[config.mk]
export PLATFORM = sky130hd
export DESIGN_NAME = ucu_top
export DESIGN_NICKNAME = d
export VERILOG_FILES = /design/src/rtl/ucu_pkg.sv /design/src/rtl/ucu_alu.sv /design/src/rtl/ucu_rf.sv /design/src/rtl/ucu_seq.sv /design/src/rtl/ucu_cstore.sv /design/src/rtl/ucu_top.sv
export SDC_FILE = /design/constraint.sdc
export NUM_CORES = 1
export LEC_CHECK = 0
export CORE_ASPECT_RATIO = 1.2
export CORE_MARGIN = 8
export CORE_UTILIZATION = 30
export CTS_CLUSTER_SIZE = 28
export DETAILED_ROUTE_END_ITERATION = 16
export PLACE_DENSITY_LB_ADDON = 0.15
export SETUP_SLACK_MARGIN = 0.15
export SLEW_MARGIN = 40
export SYNTH_ARGS = -nofsm -noshare
export SYNTH_HDL_FRONTEND = slang
export SYNTH_SLANG_ARGS = --single-unit
[constraint.sdc]
create_clock -name clk -period 6.18 [get_ports clk]
set_clock_uncertainty 0.1 [all_clocks]
set_input_delay 0.618 -clock clk [delete_from_list [all_inputs] [get_ports clk]]
set_output_delay 0.618 -clock clk [all_outputs]
set_load 0.02 [all_outputs]
[src/rtl/ucu_pkg.sv]
package ucu_pkg;
  typedef enum logic [2:0] {
    ALU_NOP  = 3'd0,
    ALU_ADD  = 3'd1,
    ALU_AND  = 3'd2,
    ALU_NOT  = 3'd3,
    ALU_SHR  = 3'd4,
    ALU_PASS = 3'd5
  } alu_op_e;

  typedef enum logic [1:0] {
    JT_NEXT = 2'd0,
    JT_JMP  = 2'd1,
    JT_DISP = 2'd2,
    JT_JZ   = 2'd3
  } jtype_e;

  typedef enum logic [1:0] {
    MEM_IDLE   = 2'd0,
    MEM_TO_MDR = 2'd1,
    MEM_TO_IR  = 2'd2
  } memop_e;

  // operand / destination select codes (codes below the file size address the file)
  localparam logic [3:0] REG_R0   = 4'd0;
  localparam logic [3:0] REG_R1   = 4'd1;
  localparam logic [3:0] REG_PC   = 4'd7;
  localparam logic [3:0] SEL_MAR  = 4'd8;
  localparam logic [3:0] SEL_MDR  = 4'd9;
  localparam logic [3:0] SEL_ONE  = 4'd10;
  localparam logic [3:0] SEL_ZERO = 4'd11;
  localparam logic [3:0] DST_MAR  = 4'd8;
  localparam logic [3:0] DST_IR   = 4'd9;
  localparam logic [3:0] DST_NONE = 4'd15;

  // flag bit positions
  localparam int FL_C = 0;
  localparam int FL_V = 1;
  localparam int FL_Z = 2;
  localparam int FL_N = 3;

  // microroutine entry points
  localparam int UA_FETCH = 0;
  localparam int UA_NOP   = 8;
  localparam int UA_LDI   = 10;
  localparam int UA_ADD   = 16;
  localparam int UA_ADC   = 17;
  localparam int UA_AND   = 18;
  localparam int UA_NOT   = 19;
  localparam int UA_SHR   = 20;
  localparam int UA_MOV   = 21;
  localparam int UA_JMP   = 24;
  localparam int UA_JZ    = 26;
endpackage

[src/rtl/ucu_alu.sv]
module ucu_alu
  import ucu_pkg::*;
#(
  parameter int DW = 8
) (
  input  alu_op_e         op,
  input  logic [DW-1:0]   a,
  input  logic [DW-1:0]   b,
  input  logic            cin,
  output logic [DW-1:0]   res,
  output logic [3:0]      fl
);
  logic [DW:0] sum;
  logic        c_out;
  logic        v_out;

  always_comb begin
    sum   = {1'b0, a} + {1'b0, b} + {{DW{1'b0}}, cin};
    res   = '0;
    c_out = 1'b0;
    v_out = 1'b0;
    case (op)
      ALU_ADD: begin
        res   = sum[DW-1:0];
        c_out = sum[DW];
        v_out = (a[DW-1] == b[DW-1]) && (sum[DW-1] != a[DW-1]);
      end
      ALU_AND:  res = a & b;
      ALU_NOT:  res = ~a;
      ALU_SHR: begin
        res   = {1'b0, a[DW-1:1]};
        c_out = a[0];
      end
      ALU_PASS: res = a;
      default:  res = '0;
    endcase
    fl       = '0;
    fl[FL_N] = res[DW-1];
    fl[FL_Z] = (res == '0);
    fl[FL_V] = v_out;
    fl[FL_C] = c_out;
  end
endmodule

[src/rtl/ucu_rf.sv]
module ucu_rf #(
  parameter int DW   = 8,
  parameter int RF_N = 8,
  localparam int RIW = $clog2(RF_N)
) (
  input  logic            clk,
  input  logic            rst_n,
  input  logic [RIW-1:0]  ra_a,
  input  logic [RIW-1:0]  ra_b,
  output logic [DW-1:0]   rd_a,
  output logic [DW-1:0]   rd_b,
  input  logic            we,
  input  logic [RIW-1:0]  wa,
  input  logic [DW-1:0]   wd
);
  logic [DW-1:0] regs_q [RF_N];

  assign rd_a = regs_q[ra_a];
  assign rd_b = regs_q[ra_b];

  always_ff @(posedge clk or negedge rst_n) begin
    if (!rst_n) begin
      for (int i = 0; i < RF_N; i++) regs_q[i] <= '0;
    end else if (we) begin
      regs_q[wa] <= wd;
    end
  end
endmodule

[src/rtl/ucu_seq.sv]
module ucu_seq
  import ucu_pkg::*;
#(
  parameter int CAW = 6,
  parameter int OPW = 4
) (
  input  logic            clk,
  input  logic            rst_n,
  input  jtype_e          jt,
  input  logic [CAW-1:0]  ja,
  input  logic            zflag,
  input  logic [OPW-1:0]  opcode,
  output logic [CAW-1:0]  upc
);
  logic [CAW-1:0] upc_d;
  logic [CAW-1:0] disp_addr;

  always_comb begin
    case (opcode)
      4'd1:    disp_addr = CAW'(UA_LDI);
      4'd2:    disp_addr = CAW'(UA_ADD);
      4'd3:    disp_addr = CAW'(UA_ADC);
      4'd4:    disp_addr = CAW'(UA_AND);
      4'd5:    disp_addr = CAW'(UA_NOT);
      4'd6:    disp_addr = CAW'(UA_SHR);
      4'd7:    disp_addr = CAW'(UA_MOV);
      4'd8:    disp_addr = CAW'(UA_JMP);
      4'd9:    disp_addr = CAW'(UA_JZ);
      default: disp_addr = CAW'(UA_NOP);
    endcase
  end

  always_comb begin
    case (jt)
      JT_JMP:  upc_d = ja;
      JT_DISP: upc_d = disp_addr;
      JT_JZ:   upc_d = zflag ? ja : upc + 1'b1;
      default: upc_d = upc + 1'b1;
    endcase
  end

  always_ff @(posedge clk or negedge rst_n) begin
    if (!rst_n) upc <= CAW'(UA_FETCH);
    else        upc <= upc_d;
  end
endmodule

[src/rtl/ucu_cstore.sv]
module ucu_cstore
  import ucu_pkg::*;
#(
  parameter int CAW   = 6,
  parameter int DEPTH = 64,
  parameter int UW_W  = 32
) (
  input  logic [CAW-1:0]  addr,
  output logic [3:0]      sa,
  output logic [3:0]      sb,
  output logic [3:0]      dst,
  output alu_op_e         alu,
  output jtype_e          jt,
  output logic [CAW-1:0]  ja,
  output logic            fupd,
  output logic            cin_sel,
  output memop_e          mop
);
  // word layout, MSB down: srcA | srcB | dst | alu | jump type | jump addr | fupd | cin | mem
  localparam int P_MEM  = 0;
  localparam int P_CIN  = 2;
  localparam int P_FUPD = 3;
  localparam int P_JA   = 4;
  localparam int P_JT   = P_JA + CAW;
  localparam int P_ALU  = P_JT + 2;
  localparam int P_DST  = P_ALU + 3;
  localparam int P_SB   = P_DST + 4;
  localparam int P_SA   = P_SB + 4;
  localparam int USED   = P_SA + 4;

  function automatic logic [UW_W-1:0] mk(input logic [3:0] a_s, input logic [3:0] b_s,
                                         input logic [3:0] d_s, input alu_op_e op,
                                         input jtype_e j, input int jaddr,
                                         input logic f, input logic c, input memop_e m);
    logic [UW_W-1:0] w;
    w = '0;
    w[P_SA +: 4]   = a_s;
    w[P_SB +: 4]   = b_s;
    w[P_DST +: 4]  = d_s;
    w[P_ALU +: 3]  = op;
    w[P_JT +: 2]   = j;
    w[P_JA +: CAW] = CAW'(jaddr);
    w[P_FUPD]      = f;
    w[P_CIN]       = c;
    w[P_MEM +: 2]  = m;
    return w;
  endfunction

  function automatic logic [UW_W-1:0] rom_word(input int a);
    case (a)
      0:  return mk(REG_PC,   SEL_ZERO, DST_MAR,  ALU_PASS, JT_NEXT, 0, 1'b0, 1'b0, MEM_IDLE);
      1:  return mk(REG_PC,   SEL_ONE,  REG_PC,   ALU_ADD,  JT_NEXT, 0, 1'b0, 1'b0, MEM_TO_IR);
      2:  return mk(REG_PC,   SEL_ZERO, DST_MAR,  ALU_PASS, JT_DISP, 0, 1'b0, 1'b0, MEM_IDLE);
      10: return mk(REG_PC,   SEL_ONE,  REG_PC,   ALU_ADD,  JT_NEXT, 0, 1'b0, 1'b0, MEM_TO_MDR);
      11: return mk(SEL_MDR,  SEL_ZERO, REG_R0,   ALU_PASS, JT_JMP,  0, 1'b1, 1'b0, MEM_IDLE);
      16: return mk(REG_R0,   REG_R1,   REG_R0,   ALU_ADD,  JT_JMP,  0, 1'b1, 1'b0, MEM_IDLE);
      17: return mk(REG_R0,   REG_R1,   REG_R0,   ALU_ADD,  JT_JMP,  0, 1'b1, 1'b1, MEM_IDLE);
      18: return mk(REG_R0,   REG_R1,   REG_R0,   ALU_AND,  JT_JMP,  0, 1'b1, 1'b0, MEM_IDLE);
      19: return mk(REG_R0,   SEL_ZERO, REG_R0,   ALU_NOT,  JT_JMP,  0, 1'b1, 1'b0, MEM_IDLE);
      20: return mk(REG_R0,   SEL_ZERO, REG_R0,   ALU_SHR,  JT_JMP,  0, 1'b1, 1'b0, MEM_IDLE);
      21: return mk(REG_R0,   SEL_ZERO, REG_R1,   ALU_PASS, JT_JMP,  0, 1'b0, 1'b0, MEM_IDLE);
      24: return mk(SEL_ZERO, SEL_ZERO, DST_NONE, ALU_NOP,  JT_NEXT, 0, 1'b0, 1'b0, MEM_TO_MDR);
      25: return mk(SEL_MDR,  SEL_ZERO, REG_PC,   ALU_PASS, JT_JMP,  0, 1'b0, 1'b0, MEM_IDLE);
      26: return mk(SEL_ZERO, SEL_ZERO, DST_NONE, ALU_NOP,  JT_JZ,   UA_JMP, 1'b0, 1'b0, MEM_IDLE);
      27: return mk(REG_PC,   SEL_ONE,  REG_PC,   ALU_ADD,  JT_JMP,  0, 1'b0, 1'b0, MEM_IDLE);
      default: return mk(SEL_ZERO, SEL_ZERO, DST_NONE, ALU_NOP, JT_JMP, UA_FETCH, 1'b0, 1'b0, MEM_IDLE);
    endcase
  endfunction

  logic [UW_W-1:0] rom [DEPTH];
  logic [UW_W-1:0] word;

  for (genvar i = 0; i < DEPTH; i++) begin : g_rom
    assign rom[i] = rom_word(i);
  end

  assign word    = rom[addr];
  assign sa      = word[P_SA +: 4];
  assign sb      = word[P_SB +: 4];
  assign dst     = word[P_DST +: 4];
  assign alu     = alu_op_e'(word[P_ALU +: 3]);
  assign jt      = jtype_e'(word[P_JT +: 2]);
  assign ja      = word[P_JA +: CAW];
  assign fupd    = word[P_FUPD];
  assign cin_sel = word[P_CIN];
  assign mop     = memop_e'(word[P_MEM +: 2]);

  if (UW_W > USED) begin : g_pad
    logic unused_pad;
    assign unused_pad = ^word[UW_W-1:USED];
  end
endmodule

[src/rtl/ucu_top.sv]
module ucu_top
  import ucu_pkg::*;
#(
  parameter int DW       = 8,
  parameter int CS_DEPTH = 64,
  parameter int UW_W     = 32,
  parameter int RF_N     = 8,
  localparam int CAW     = $clog2(CS_DEPTH),
  localparam int RIW     = $clog2(RF_N),
  localparam int OPW     = 4
) (
  input  logic            clk,
  input  logic            rst_n,
  output logic [DW-1:0]   mem_addr,
  input  logic [DW-1:0]   mem_rdata,
  output logic [CAW-1:0]  upc_o,
  output logic [3:0]      flags_o,
  output logic            rf_we_o,
  output logic [RIW-1:0]  rf_waddr_o,
  output logic [DW-1:0]   rf_wdata_o
);
  // reset: asynchronous assert, synchronous release
  logic [1:0] sync_q;
  logic       rst_sync_n;

  always_ff @(posedge clk or negedge rst_n) begin
    if (!rst_n) sync_q <= 2'b00;
    else        sync_q <= {sync_q[0], 1'b1};
  end
  assign rst_sync_n = sync_q[1];

  logic [CAW-1:0] upc;
  logic [3:0]     sa, sb, dst;
  alu_op_e        alu;
  jtype_e         jt;
  logic [CAW-1:0] ja;
  logic           fupd, cin_sel;
  memop_e         mop;

  logic [DW-1:0]  rf_a, rf_b, op_a, op_b, alu_res;
  logic [3:0]     alu_fl;
  logic [3:0]     flags_q, flags_d;
  logic [DW-1:0]  mar_q, mar_d, mdr_q, mdr_d;
  logic [OPW-1:0] ir_q, ir_d;
  logic           mar_en, mdr_en, ir_en, fl_en, rf_we;

  ucu_cstore #(.CAW(CAW), .DEPTH(CS_DEPTH), .UW_W(UW_W)) u_cstore (
    .addr(upc), .sa(sa), .sb(sb), .dst(dst), .alu(alu), .jt(jt), .ja(ja),
    .fupd(fupd), .cin_sel(cin_sel), .mop(mop)
  );

  ucu_seq #(.CAW(CAW), .OPW(OPW)) u_seq (
    .clk(clk), .rst_n(rst_sync_n), .jt(jt), .ja(ja), .zflag(flags_q[FL_Z]),
    .opcode(ir_q), .upc(upc)
  );

  ucu_rf #(.DW(DW), .RF_N(RF_N)) u_rf (
    .clk(clk), .rst_n(rst_sync_n), .ra_a(sa[RIW-1:0]), .ra_b(sb[RIW-1:0]),
    .rd_a(rf_a), .rd_b(rf_b), .we(rf_we), .wa(dst[RIW-1:0]), .wd(alu_res)
  );

  function automatic logic [DW-1:0] pick(input logic [3:0] s, input logic [DW-1:0] rfv,
                                         input logic [DW-1:0] mar, input logic [DW-1:0] mdr);
    if (32'(s) < RF_N) return rfv;
    case (s)
      SEL_MAR: return mar;
      SEL_MDR: return mdr;
      SEL_ONE: return DW'(1);
      default: return '0;
    endcase
  endfunction

  assign op_a = pick(sa, rf_a, mar_q, mdr_q);
  assign op_b = pick(sb, rf_b, mar_q, mdr_q);

  ucu_alu #(.DW(DW)) u_alu (
    .op(alu), .a(op_a), .b(op_b), .cin(cin_sel & flags_q[FL_C]),
    .res(alu_res), .fl(alu_fl)
  );

  // next-state and enables
  always_comb begin
    rf_we   = rst_sync_n && (alu != ALU_NOP) && (32'(dst) < RF_N);
    mar_en  = (alu != ALU_NOP) && (dst == DST_MAR);
    mar_d   = alu_res;
    mdr_en  = (mop == MEM_TO_MDR);
    mdr_d   = mem_rdata;
    ir_en   = (mop == MEM_TO_IR) || ((alu != ALU_NOP) && (dst == DST_IR));
    ir_d    = (mop == MEM_TO_IR) ? mem_rdata[DW-1 -: OPW] : alu_res[DW-1 -: OPW];
    fl_en   = fupd && (alu != ALU_NOP);
    flags_d = alu_fl;
  end

  always_ff @(posedge clk or negedge rst_sync_n) begin
    if (!rst_sync_n) begin
      mar_q   <= '0;
      mdr_q   <= '0;
      ir_q    <= '0;
      flags_q <= '0;
    end else begin
      if (mar_en) mar_q   <= mar_d;
      if (mdr_en) mdr_q   <= mdr_d;
      if (ir_en)  ir_q    <= ir_d;
      if (fl_en)  flags_q <= flags_d;
    end
  end

  assign mem_addr   = mar_q;
  assign upc_o      = upc;
  assign flags_o    = flags_q;
  assign rf_we_o    = rf_we;
  assign rf_waddr_o = dst[RIW-1:0];
  assign rf_wdata_o = alu_res;
endmodule

Yosys cells after proc, flatten, opt, wreduce, memory -nomap -nowiden

Memory sizes are Yosys's and may differ from the RTL's.
Cells that the tools add are included.

Register bits after elaboration: 96
Input port bits: 10
Bits in latches: 0
Memories kept: 2
ROM bits: 2128
Word-level logic and storage cells: 89
Memory bits (writable): 0

Bitwise operators: 7
Div/mod/pow operators: 0
Multiplexer cells: 25
Equal/unequal tests: 20
Multipliers: 0
Order comparisons: 8
Reductions and logical operators: 10
Add/sub/neg operators: 3
Shift operators: 0

Memories:

| memory          | depth | width | rd ports | clocked after Yosys merged registers in | write ports | RTL line         | source |
|---|---|---|---|---|---|---|---|
| (no name shown) | 64    | 32    | 1        | 0                                       | 0           | ucu_cstore.sv:77 | `assign word = rom[addr];` |
| (no name shown) | 16    | 5     | 1        | 0                                       | 0           | ucu_seq.sv:19    | `case (opcode)` |

Operators by type and width:

| kind                | number |
|---|---|
| $mux 8              | 9 |
| $bwmux 64           | 1 |
| $mux 27             | 2 |
| $bmux 8 s3          | 2 |
| $pmux 8 s3          | 2 |
| $pmux 8 s5          | 1 |
| $eq 4x4->1 const B  | 8 |
| $demux 8 s3         | 1 |
| $pmux 6 s3          | 1 |
| $ge 4x4->1 const B  | 3 |
| $lt 4x4->1 const B  | 3 |
| $not 3->4           | 3 |
| $add 8x8->9         | 1 |
| $add 9x1->9         | 1 |
| $and 8x8->8         | 1 |
| $logic_not 8->1     | 1 |
| $not 8->8           | 1 |
| $ge 7x7->1 const B  | 1 |
| $logic_and 1x1->1   | 7 |
| $not 6->7           | 1 |
| $add 6x1->6 const B | 1 |
| $eq 2x2->1 const B  | 3 |
| $eq 3x2->1 const B  | 2 |
| $eq 3x3->1 const B  | 2 |
| other kinds (12)    | 15 |

Longest topological paths before layout

Depth in word-level cells: 15
Mapped depth: 21
Gate-level depth less buffers: 20

Modules after synthesis

A second synthesis with hierarchy kept.

Cells, all modules: 583
Area, all modules: 6829.0 sq um

By module, submodules not included:

| module     | area an instance (sq um) | instances | cells an instance |
|---|---|---|---|
| ucu_rf     | 3539.6                   | 1         | 201 |
| ucu_top    | 1490.2                   | 1         | 135 |
| ucu_alu    | 769.5                    | 1         | 106 |
| ucu_seq    | 541.8                    | 1         | 62 |
| ucu_cstore | 488.0                    | 1         | 79 |

Worst setup path after synthesis

Ideal clock, no wire load.

Path type: reg2reg
Start point: register u_seq.upc[1]
End point: register flags_q[2], in the netlist flags_o[2]
Required time: 5988 ps
Slack: 904 ps
Clock period less this slack: 5276 ps
Data arrival time: 5084 ps
Stages on the path, launching flop included: 21
Setup time: 92 ps
Cell sequence: dfrtp_1 clkbuf_1 inv_1 ha_1 nor2b_1 o22ai_1 a211oi_4 a22oi_1 o211ai_2 xnor2_1 ha_1 a21o_1 fa_1 a21oi_1 o21ai_0 a21oi_1 xnor2_1 a222oi_1 nand2_1 or4_1 o31ai_2

Cells in the longest elaborated chain, start to end: 14

Ends and longest elaborated chain:

| what                                            | RTL line                   | source |
|---|---|---|
| start, declared                                 | ucu_seq.sv:13              | `output logic [CAW-1:0] upc` |
| start signal, assigned                          | ucu_seq.sv:43              | `if (!rst_n) upc <= CAW'(UA_FETCH);` |
| start signal, assigned                          | ucu_seq.sv:44              | `else upc <= upc_d;` |
| $not 6->7 (implied by the code) (*)             | ucu_cstore.sv:77           |  |
| $mem_v2 64x32 (*)                               | -                          |  |
| $mux 27 (implied by the code) (*) (2 in series) | ucu_cstore.sv:77           |  |
| $not 3->4, on equally long branches             | ucu_rf.sv:18, ucu_rf.sv:19 |  |
| $bmux 8 s3, on equally long branches            | ucu_rf.sv:18, ucu_rf.sv:19 |  |
| $mux 8, on equally long branches (2 in series)  | ucu_rf.sv:18, ucu_rf.sv:19 |  |
| $mux 8                                          | ucu_top.sv:64              | `if (32'(s) < RF_N) return rfv;` |
| $mux 8                                          | ucu_top.sv:65              | `case (s)` |
| $add 8x8->9                                     | ucu_alu.sv:18              | `sum = {1'b0, a} + {1'b0, b} + {{DW{1'b0}}, cin};` |
| $add 9x1->9                                     | ucu_alu.sv:18              |  |
| $pmux 8 s5 (*)                                  | ucu_alu.sv:22              | `case (op)` |
| via rf_wdata_o[6]                               | ucu_top.sv:20              | `output logic [DW-1:0] rf_wdata_o` |
| $logic_not 8->1 (*)                             | ucu_alu.sv:39              | `fl[FL_Z] = (res == '0);` |
| end signal, assigned                            | ucu_top.sv:104             | `if (fl_en) flags_q <= flags_d;` |
| end, declared                                   | ucu_top.sv:42              | `logic [3:0] flags_q, flags_d;` |

The timed path passes the listed nets; every way through them passes the cells marked *. The select of a mux whose other input is x is not followed.
A chain may end at the register's enable or synchronous reset.

Worst setup path in the final report

Start point: register u_seq.upc[1]
End point: output port rf_wdata_o[6]

Cells in the longest elaborated chain, start to end: 13

Ends and longest elaborated chain:

| what                                            | RTL line |
|---|---|
| $not 6->7 (implied by the code) (*)             | ucu_cstore.sv:77 |
| $mem_v2 64x32 (*)                               | - |
| $mux 27 (implied by the code) (*) (2 in series) | ucu_cstore.sv:77 |
| $not 3->4, on equally long branches             | ucu_rf.sv:18, ucu_rf.sv:19 |
| $bmux 8 s3, on equally long branches            | ucu_rf.sv:18, ucu_rf.sv:19 |
| $mux 8, on equally long branches (2 in series)  | ucu_rf.sv:18, ucu_rf.sv:19 |
| $mux 8                                          | ucu_top.sv:64 |
| $mux 8                                          | ucu_top.sv:65 |
| $add 8x8->9                                     | ucu_alu.sv:18 |
| $add 9x1->9                                     | ucu_alu.sv:18 |
| $pmux 8 s5 (*)                                  | ucu_alu.sv:22 |
| end, declared                                   | ucu_top.sv:20 |

Mark *: on every way between the ends. The rest lies on a longest branch, timed or not. The select of a mux whose other input is x is not followed.

==> flow_summary.toml <==
[status]
outcome = "finished, final reports clean"

[die]
core_area_sq_mm = 0.0131
rows = 46
start_util_pct = 30.4
dieHeight_microns = 142
ios = 40
dieArea_sq_mm = 0.0173
die_w_microns = 121

[setup_path]
start_kind = "flop"
end_kind = "output pin"
critPathKind = "flop to output pin"
worst-path-max-fanout = 12
critPathArrivalTime_ps = 5000
required_ps = 5460

[clocking]
clockBufferDepth = 2
clkLatencyLatePin_ps = 340
postCtsHoldBufs = 0
htreeDepth = 3
path_clk_slew_ps = 60
cts_root_buf = "clkbuf_16"
cts_tree = "built"
clock_sinks = 60
cts_buffers = 9

[timing]
min_period_ps = 5710
worst_pin_slew_ps = 721
fmax_ghz = 0.175
setup_violations = 0
hold_viol = 0
finalMaxSlewViolations = 0
setup_tns_ps = 0
rsz0062_at_grt = "no"
period_share_pct = 92.5
slew-limit-headroom_pct = 51.9

[synth]
ys_warn_count = 0
synthDistinctLibCells = 69
synthTopCellsByArea = "dfrtp_1, mux2_2, ha_1"
syn_inst = 423
synthArstFlopShare_pct = 100
synthFlopType = "dfrtp_1"
netlist_area_sq_mm = 0.00399
avgSynthCellArea_sq_um = 9.43
syn_nets = 449
synth_top_area_share_pct = 37.7
synth_seq_area_share_pct = 37.7
synth_top_area_cell = "dfrtp_1"
ys_ff_latch = 60
synth_edf_count = 0

[place]
io_buffers = 39
placed_cells = 624
dp_hpwl_microns = 9440
gp_congestion = 0.888

[global_route]
grt_usage_pct = 15.1
antenna_found_initial = 0
overflow = 0
grt_pass1_vias = 3453
grt_max_degree = 59
grt_pass1_wl_microns = 19800

[power]
power.density_cell_area_mw_per_mm2 = 383
ir_worst_vdd_uv = 204
totalPowerFinal_uw = 1900
leakagePower_uw = 0.00220

[finish]
finalNonFillerCells = 642
ff_latch_area_sq_mm = 0.00151
multi_input_area_sq_mm = 0.00233
nets = 495
fillers = 1353
syn_to_final_growth_pct = 24.6
diodes = 0
drive_above_1_share_pct = 19.0

[drt]
drtPass1Iterations = 5
wl_microns = 12500
routed_via_density = 5.37
num_vias = 3447
wire_per_inst_microns = 19.5
drtIter0Drc = 339
ant_nets = 0
drc = 0

[flow_run]
drv_cap = 0

[worst_hold_path]
hp-class = "flop to flop"
==> state kept, by name (all words and copies together) (netlist names) <==
name         count
u_rf.regs_q     28
mdr_q            8
ir_q             4
u_seq.upc        6
flags_o          4
mem_addr         8
sync_q           2
==> cell usage in the layout, fill, tap and decap left out, types with 18 or more instances in the layout <==
| cell type | count |
|---|---|
| a21oi_1 | 32 |
| o21ai_0 | 18 |
| nor2_1 | 37 |
| dfrtp_1 | 56 |
| buf_4 | 18 |
| nand2_1 | 29 |
| mux2_2 | 30 |
| clkdlybuf4s50_1 | 39 |
==> worst max-delay path, stage by stage, from the launching register on <==
cell and delay [ps]:
dfrtp_2 490, inv_1 130, ha_1 280, nor2b_1 130
o22ai_1 160, a211oi_4 430, a22oi_1 140, o211ai_2 260
xnor2_1 100, ha_1 240, a21o_1 170, fa_1 390
a21oi_1 210, o21ai_0 150, a21oi_2 210, xnor2_1 80
a222oi_1 390, nand2_1 130, clkdlybuf4s50_1 560
==> kinds of logic (layout without fill, tap and decap cells) <==
kind of cell / after synthesis / after routing / share of synthesized area (%)
mux: 46 / 46 / 12.5
flops: 60 / 60 / 37.7
compound gates: 122 / 122 / 22.2
xor+xnor: 9 / 9 / 1.98
other cells: 2 / 2 / 0.188
fa+ha+maj: 16 / 16 / 5.21
buf+inv: 39 / 90 / 4.30
simple gates: 129 / 129 / 16.0
==> repair_timing <==
| item | 4_1_cts | 5_1_grt |
|---|---|---|
| endpoints found under the setup margin | 2 | 2 |
| pin swaps | 1 | 1 |
| gates resized for setup | 1 | 5 |
| buffers inserted | 1 | 1 |
| cloned | 0 | 0 |
==> Yosys cell counts (all sizes together), types with 2 or more instances <==
cell type  instances
dfrtp             60
nor2              38
a21oi             34
mux2              31
nand2             31
o21ai             20
inv               16
nand3             16
ha                15
mux2i             15
clkbuf            12
buf               11
o21a              11
nand2b             9
a21o               6
a31oi              6
and3               6
nor2b              6
nor3               6
xnor2              6
a32o               4
o211ai             4
o21bai             4
o22ai              4
a222oi             3
a22oi              3
a32oi              3
nand3b             3
o221ai             3
o31ai              3
or3                3
xor2               3
a211oi             2
a22o               2
and2               2
conb               2
nand4              2
nand4b             2
o211a              2
or2                2
==> stage by stage <==
| step | util, % | setup WS, ps | hold WS (ps) | cell area, sq um |
|---|---|---|---|---|
| 2_1_floorplan | - | 904 | 222 | 3990 |
| 3_3_place_gp | 35.1 | 530 | 236 | 4610 |
| 3_5_place_dp | 35.2 | 407 | 236 | 4620 |
| 4_1_cts | 37.7 | 251 | 249 | 4950 |
| 5_1_grt | 37.9 | 122 | 269 | 4970 |
| 6_report | 37.9 | 466 | 247 | 4970 |
==> worst paths after layout <==
kind | endpoint | slack (ps) | startpoint | cells after the start
max in group asynchronous | u_seq.upc[4]$_DFF_PN0_ | 5270 | sync_q[1]$_DFF_PN0_ | 1
setup reg to reg | flags_o[2]$_DFFE_PN0P_ | 1120 | u_seq.upc[1]$_DFF_PN0_ | 19
hold reg to reg | sync_q[1]$_DFF_PN0_ | 250 | sync_q[0]$_DFF_PN0_ | 0
setup / recovery | rf_wdata_o[6] | 470 | u_seq.upc[1]$_DFF_PN0_ | 18
hold / removal | sync_q[1]$_DFF_PN0_ | 250 | sync_q[0]$_DFF_PN0_ | 0
min in group asynchronous | mdr_q[6]$_DFFE_PN0N_ | 310 | sync_q[1]$_DFF_PN0_ | 1
==> metal layers <==
metal  GRT usage (%)  part of all wire, %
met1            17.9                   43
met2            25.1                   50
met3            3.22                  4.3
met4            7.68                  3.3
met5               0                    0
==> report_power, final <==
| group | internal, uW | total (uW) | switching, uW |
|---|---|---|---|
| Clock | 355 | 550 | 195 |
| Sequential | 491 | 576 | 85.3 |
| Combinational | 332 | 778 | 446 |
| Total | 1180 | 1900 | 726 |
==> area by class of cell <==
type	count	share of cell area, %
clock buffers	9	4.53
clock inverters	7	1.99
inverters	16	1.21
multi-input cells	324	46.9
flip-flops and latches	60	30.3
well taps	168	4.23
repair buffers	58	10.8
No activity file was read; power rests on OpenSTA's default activity.
